===== src/rtl/trig_xbar_pkg.sv =====
package trig_xbar_pkg;

    localparam int SEL_W    = 8;
    localparam int FLAG_POS = 4;

    typedef enum logic [1:0] {
        EDGE_OFF  = 2'b00,
        EDGE_RISE = 2'b01,
        EDGE_FALL = 2'b10,
        EDGE_BOTH = 2'b11
    } edge_mode_e;

    typedef struct packed {
        logic       dma_sel;
        logic       req_en;
        edge_mode_e mode;
    } ctrl_t;

    localparam int CTRL_W = $bits(ctrl_t);

endpackage


===== src/rtl/trig_xbar_mux.sv =====
module trig_xbar_mux #(
    parameter int N_IN  = 16,
    parameter int SEL_W = 8
) (
    input  logic [N_IN-1:0]  in_vec,
    input  logic [SEL_W-1:0] sel,
    output logic             y
);
    localparam int IDX_W = (N_IN > 1) ? $clog2(N_IN) : 1;

    always_comb begin
        if (sel < SEL_W'(N_IN)) y = in_vec[sel[IDX_W-1:0]];
        else                    y = 1'b0;
    end
endmodule


===== src/rtl/trig_xbar_edge.sv =====
module trig_xbar_edge
    import trig_xbar_pkg::*;
(
    input  logic  clk,
    input  logic  rst_n,
    input  logic  sig_now,
    input  ctrl_t cfg,
    input  logic  clr_w1c,
    input  logic  dma_ack,
    output logic  flag,
    output logic  irq,
    output logic  dma
);
    typedef struct packed {
        logic prev;
        logic flag;
    } state_t;

    state_t st_d, st_q;
    logic   hit;
    logic   clear;

    always_comb begin
        case (cfg.mode)
            EDGE_RISE: hit =  sig_now & ~st_q.prev;
            EDGE_FALL: hit = ~sig_now &  st_q.prev;
            EDGE_BOTH: hit =  sig_now ^  st_q.prev;
            default:   hit = 1'b0;
        endcase
        clear     = clr_w1c | (dma_ack & cfg.req_en & cfg.dma_sel);
        st_d.prev = sig_now;
        st_d.flag = hit | (st_q.flag & ~clear);
    end

    always_ff @(posedge clk or negedge rst_n) begin
        if (!rst_n) st_q <= '0;
        else        st_q <= st_d;
    end

    assign flag = st_q.flag;
    assign irq  = st_q.flag & cfg.req_en & ~cfg.dma_sel;
    assign dma  = st_q.flag & cfg.req_en &  cfg.dma_sel;

    AST_RISE_SETS: assert property (@(posedge clk) disable iff (!rst_n)
        (cfg.mode == EDGE_RISE && sig_now && !st_q.prev) |=> st_q.flag);
    AST_FALL_SETS: assert property (@(posedge clk) disable iff (!rst_n)
        (cfg.mode == EDGE_FALL && !sig_now && st_q.prev) |=> st_q.flag);
    AST_FLAG_HOLDS: assert property (@(posedge clk) disable iff (!rst_n)
        (st_q.flag && !clr_w1c && !dma_ack) |=> st_q.flag);
    AST_ACK_CLEARS: assert property (@(posedge clk) disable iff (!rst_n)
        (dma_ack && cfg.req_en && cfg.dma_sel && cfg.mode == EDGE_OFF) |=> !st_q.flag);
    AST_REQ_EXCLUSIVE: assert property (@(posedge clk) disable iff (!rst_n)
        !(irq && dma));
endmodule


===== src/rtl/trig_crossbar.sv =====
module trig_crossbar
    import trig_xbar_pkg::*;
#(
    parameter int N_IN   = 16,
    parameter int N_OUT  = 8,
    parameter int N_EDGE = 4,
    parameter int ADDR_W = 4
) (
    input  logic              clk,
    input  logic              rst_n,
    input  logic [N_IN-1:0]   in_trig,
    input  logic [ADDR_W-1:0] reg_addr,
    input  logic              reg_wr,
    input  logic [15:0]       reg_wdata,
    output logic [15:0]       reg_rdata,
    output logic [N_OUT-1:0]  out_trig,
    output logic [N_EDGE-1:0] irq_req,
    output logic [N_EDGE-1:0] dma_req,
    input  logic [N_EDGE-1:0] dma_ack
);
    localparam int N_SEL_REG  = N_OUT / 2;
    localparam int N_CTRL_REG = N_EDGE / 2;
    localparam int CTRL_BASE  = N_SEL_REG;
    localparam int IDX_W      = (N_IN > 1) ? $clog2(N_IN) : 1;

    typedef struct packed {
        logic [N_OUT-1:0][SEL_W-1:0] sel;
        ctrl_t [N_EDGE-1:0]          ctrl;
        logic [N_OUT-1:0]            out;
    } state_t;

    state_t              st_d, st_q;
    logic [N_OUT-1:0]    routed;
    logic [N_EDGE-1:0]   w1c;
    logic [N_EDGE-1:0]   flags;
    logic                unused_bits;

    assign unused_bits = ^{reg_wdata[7:5], reg_wdata[15:13]};

    for (genvar j = 0; j < N_OUT; j++) begin : g_route
        trig_xbar_mux #(.N_IN(N_IN), .SEL_W(SEL_W)) u_mux (
            .in_vec (in_trig),
            .sel    (st_q.sel[j]),
            .y      (routed[j])
        );

        AST_ROUTE_LATENCY: assert property (@(posedge clk) disable iff (!rst_n)
            (st_q.sel[j] < SEL_W'(N_IN)) |=>
            (out_trig[j] == $past(in_trig[st_q.sel[j][IDX_W-1:0]])));
        AST_OOR_ZERO: assert property (@(posedge clk) disable iff (!rst_n)
            (st_q.sel[j] >= SEL_W'(N_IN)) |=> !out_trig[j]);
    end

    for (genvar i = 0; i < N_EDGE; i++) begin : g_edge
        trig_xbar_edge u_edge (
            .clk     (clk),
            .rst_n   (rst_n),
            .sig_now (st_q.out[i]),
            .cfg     (st_q.ctrl[i]),
            .clr_w1c (w1c[i]),
            .dma_ack (dma_ack[i]),
            .flag    (flags[i]),
            .irq     (irq_req[i]),
            .dma     (dma_req[i])
        );
    end

    always_comb begin
        st_d     = st_q;
        st_d.out = routed;
        w1c      = '0;
        if (reg_wr) begin
            for (int k = 0; k < N_SEL_REG; k++) begin
                if (reg_addr == ADDR_W'(k)) begin
                    st_d.sel[2*k]   = reg_wdata[7:0];
                    st_d.sel[2*k+1] = reg_wdata[15:8];
                end
            end
            for (int i = 0; i < N_EDGE; i++) begin
                if (reg_addr == ADDR_W'(CTRL_BASE + i/2)) begin
                    st_d.ctrl[i] = ctrl_t'(reg_wdata[(i%2)*8 +: CTRL_W]);
                    w1c[i]       = reg_wdata[(i%2)*8 + FLAG_POS];
                end
            end
        end
    end

    always_comb begin
        reg_rdata = '0;
        for (int k = 0; k < N_SEL_REG; k++) begin
            if (reg_addr == ADDR_W'(k))
                reg_rdata = {st_q.sel[2*k+1], st_q.sel[2*k]};
        end
        for (int c = 0; c < N_CTRL_REG; c++) begin
            if (reg_addr == ADDR_W'(CTRL_BASE + c))
                reg_rdata = {3'b000, flags[2*c+1], st_q.ctrl[2*c+1],
                             3'b000, flags[2*c],   st_q.ctrl[2*c]};
        end
    end

    always_ff @(posedge clk or negedge rst_n) begin
        if (!rst_n) st_q <= '0;
        else        st_q <= st_d;
    end

    assign out_trig = st_q.out;

    AST_NO_REQ_WITHOUT_FLAG: assert property (@(posedge clk) disable iff (!rst_n)
        ((irq_req | dma_req) & ~flags) == '0);
endmodule


===== config.mk =====
export PLATFORM = sky130hd
export DESIGN_NAME = trig_crossbar
export DESIGN_NICKNAME = d
export VERILOG_FILES = /design/src/rtl/trig_xbar_pkg.sv /design/src/rtl/trig_xbar_mux.sv /design/src/rtl/trig_xbar_edge.sv /design/src/rtl/trig_crossbar.sv
export SDC_FILE = /design/constraint.sdc
export NUM_CORES = 1
export LEC_CHECK = 0
export BUFFER_PORTS_ARGS = -buffer_cell sky130_fd_sc_hd__buf_2
export CORE_MARGIN = 2
export CORE_UTILIZATION = 59
export DETAILED_ROUTE_END_ITERATION = 6
export PLACE_DENSITY = 0.84
export SKIP_CTS_REPAIR_TIMING = 1
export SYNTH_ARGS = -nofsm -noshare
export SYNTH_HDL_FRONTEND = slang
export SYNTH_HIERARCHICAL = 1
export SYNTH_SLANG_ARGS = --single-unit
export TNS_END_PERCENT = 10

===== constraint.sdc =====
create_clock -name clk -period 1.7 [get_ports clk]
set_input_delay 0.085 -clock clk [delete_from_list [all_inputs] [get_ports clk]]
set_output_delay 0.085 -clock clk [all_outputs]
set_load 0.05 [all_outputs]

==> out/metrics.cfg <==
[synth]
synth_seq_cells = 96
dominantRegCellSynth = sky130_fd_sc_hd__dfrtp_1
synth_xor_area_share_pct = 0
synth.yosys.warnings = 6
synthTopCellsByArea = sky130_fd_sc_hd__dfrtp_1 (40%), sky130_fd_sc_hd__mux2_1 (11%), sky130_fd_sc_hd__mux4_2 (5.6%)
synth-adder-area-share_pct = 1.65
synth_fp_nets = 589
synth_top_family_by_area = multiplexers
syn-instance-count = 538
syn_area_per_cell_um2 = 11.3
synth_cell_type_count = 44
synth_most_common_cell = sky130_fd_sc_hd__dfrtp_1
synth_common_cells = sky130_fd_sc_hd__dfrtp_1 (96), sky130_fd_sc_hd__mux2_1 (59), sky130_fd_sc_hd__nand2_1 (50)
synthDominantCellAreaShare_pct = 39.6
compound_gate_portion_of_the_synthesized_area_pct = 10.6
synth_enable_flop_cells = 0
post_synth_instance_area_mm2 = 0.00607
post_synth_and_or_nand_nor_area_fraction_pct = 13.5
synth.largest_area_cell = sky130_fd_sc_hd__dfrtp_1
synth_seq_area_share_pct = 39.6
synth.mux.area_fraction_pct = 28.8
asyncSetResetFlopFracSynth_pct = 100

[min_path]
worst_hold_path.num_cells = 2
worst_hold_path.endpoint = st_q[73]$_DFFE_PN0P_
min-delay-start = reg_wdata[1]
hold_class = input pin to register

[place]
placement.io_buffers = 74
detailedPlacementHpwl_mm = 11.2
dpl_worst_slack_ns = -0.00365
finalWeightedCongestion = 0.945

[die]
core_box_area_mm2 = 0.0101
starting_density_pct = 59.8
chipWidth_um = 105
core.rowCount = 37
chipHeight_um = 105
ios = 75
die_area_mm2 = 0.0111

[grt]
maximum_number_of_pins_on_one_net_before_global_route_repair = 43
grt_use_total_pct = 30.1
grt_antenna_before_repair = 0
global_route_wire_length_before_repair_mm = 25.5
grt_pass1_vias = 4699
globalRouteOverflowTotal = 0

[sta]
slew_headroom_pct = 70.2
timing_hold_violations_final = 0
whs_ns = 0.00736
fin_ws_ns = -0.0673
worst_pin_slew_ns = 0.447
rsz0062_at_grt = true
timing.final.crit_period_ns = 1.77
setup_viol = 5
final.period_utilization_pct = 104
fmaxAchievable_ghz = 0.566
slew_viol_final = 0
finalClockSkew_ns = 0.00810

[pwr]
power_density_mw_per_mm2 = 1130
power.ir.vdd_worst_mv = 0.657
p_leak_nw = 3.11
finalPower_mw = 7.93

[detailed_routing]
viasPerCell = 6.34
routed_wirelength_mm = 16.0
antenna_left = 0
vias = 4828
detailedRoute.firstPassIterationCount = 6
detail_route.wl_per_cell_um = 21.0
initialDrtViolationCount = 377
drc_errors = 0

[final_layout]
finalCoreUtilization_pct = 69.0
layout.filler_cells = 724
area.sequential_mm2 = 0.00243
multi_input_area_mm2 = 0.00332
areaGrowthSynthToFinish_pct = 15.3
fin_nets = 672
final_layout_size_suffix_gt1_share_pct = 31.9
insertedDiodeCount = 0

[setup_path]
crit_arrival_ns = 1.68
timing.critical_path.required_ns = 1.62
cp_slowest_cell = sky130_fd_sc_hd__mux4_2
endpoint_kind = primary output
reg_to_reg_slack_setup_ns = 0.11
worstSetupStartpointType = register
ff2ff_path_depth = 5
path_class = register to primary output
reg2reg_to = out_trig[2]$_DFF_PN0_
worst_setup_path_startpoint = st_q[59]$_DFFE_PN0P_
crit_fanout = 4
worstPathCellList = mux4_2 -> mux2i_1 -> nor2_1 -> buf_6
slowest_delay_ns = 0.51
worst_r2r_startpoint = st_q[40]$_DFFE_PN0P_

[clocking]
clkSinkCount = 96
cts_buffers = 9
tritoncts_clock_tree = done
worst_skew_pair.late_latency_ns = 0.37
cts-root-to-sink-buffers = 2
cts_max_level = 3
root_buffer = sky130_fd_sc_hd__clkbuf_8
cts.reportedPaths.clkPinSlew_ns = 0.09

[status]
outcome = complete, but fails checks
failing_checks = setup timing

[job]
cap_viol_max_count = 0

state kept, by name (all words and copies together) (netlist names):
signal              flops
g_edge.u_edge/flag      4
st_q                   80
out_trig                8
g_edge.u_edge/st_q      4
per-stage QoR:
| step | instances | TNS, ns | area, µm² |
|---|---|---|---|
| 2_1_floorplan | 538 | -0.821 | 6070 |
| 3_3_place_gp | 731 | 0 | 6560 |
| 3_5_place_dp | 731 | -0.00365 | 6560 |
| 4_1_cts | 747 | -1.00 | 6780 |
| 5_1_grt | 762 | -0.717 | 6990 |
| 6_report | 762 | -0.143 | 6990 |
where the power goes:
part	total, mW	internal [mW]	switching (mW)
Sequential	3.57	2.86	0.713
Combinational	2.70	1.29	1.41
Clock	1.66	0.866	0.793
Total	7.93	5.01	2.92
layout make-up:
cell class / count / area share, %
clock buffers: 11 / 2.02
clock inverters: 5 / 1.15
inverters: 29 / 1.63
multi-input cells: 379 / 47.5
flip-flops and latches: 96 / 34.7
well taps: 136 / 2.43
repair buffers: 106 / 10.6
cell usage in the layout (no fill, tap or decap), types with 15 or more instances in the layout:
cell	n
sky130_fd_sc_hd__mux2i_1	18
sky130_fd_sc_hd__dfrtp_1	75
sky130_fd_sc_hd__buf_2	64
sky130_fd_sc_hd__mux2_2	21
sky130_fd_sc_hd__nand2_1	50
sky130_fd_sc_hd__o21ai_1	28
sky130_fd_sc_hd__mux2_1	59
sky130_fd_sc_hd__buf_4	22
sky130_fd_sc_hd__o21ai_0	17
sky130_fd_sc_hd__mux4_2	15
sky130_fd_sc_hd__inv_1	27
sky130_fd_sc_hd__dfrtp_2	21
sky130_fd_sc_hd__nand2b_1	17
sky130_fd_sc_hd__nor2_1	20
kinds of logic (layout without fill, tap and decap cells):
kind of cell,after synthesis,count (layout)
fa+ha+maj,8,8
simple gates,140,140
flops,96,96
compound gates,102,102
mux,129,129
buf+inv,63,151
worst max-delay path, delay by kind of cell, from the launching register on:
kind | cells | cell delay (ns)
buf+inv | 1 | 0.16
flops | 1 | 0.43
mux | 2 | 0.65
simple gates | 1 | 0.08
per-layer routing:
layer | vias up | track usage [%] | part of all wire (%)
li1 | 2149 | - | -
met1 | 2377 | 40.8 | 39
met2 | 237 | 45.1 | 47
met3 | 65 | 8.35 | 10
met4 | 0 | 14.1 | 3.6
met5 | - | 0 | 0
worst max-delay path by stage:
| stage | end | slack, ns | cells past startpoint |
|---|---|---|---|
| 3_5_place_dp | reg_rdata[12] | -0.004 | 6 |
| 2_1_floorplan | reg_rdata[1] | -0.11 | 6 |
| 6_report | reg_rdata[3] | -0.07 | 4 |
| 3_3_place_gp | reg_rdata[0] | 0.09 | 6 |
| 5_1_grt | reg_rdata[3] | -0.09 | 4 |
| 4_1_cts | reg_rdata[0] | -0.23 | 5 |
Power figures use the tool's default switching activity.
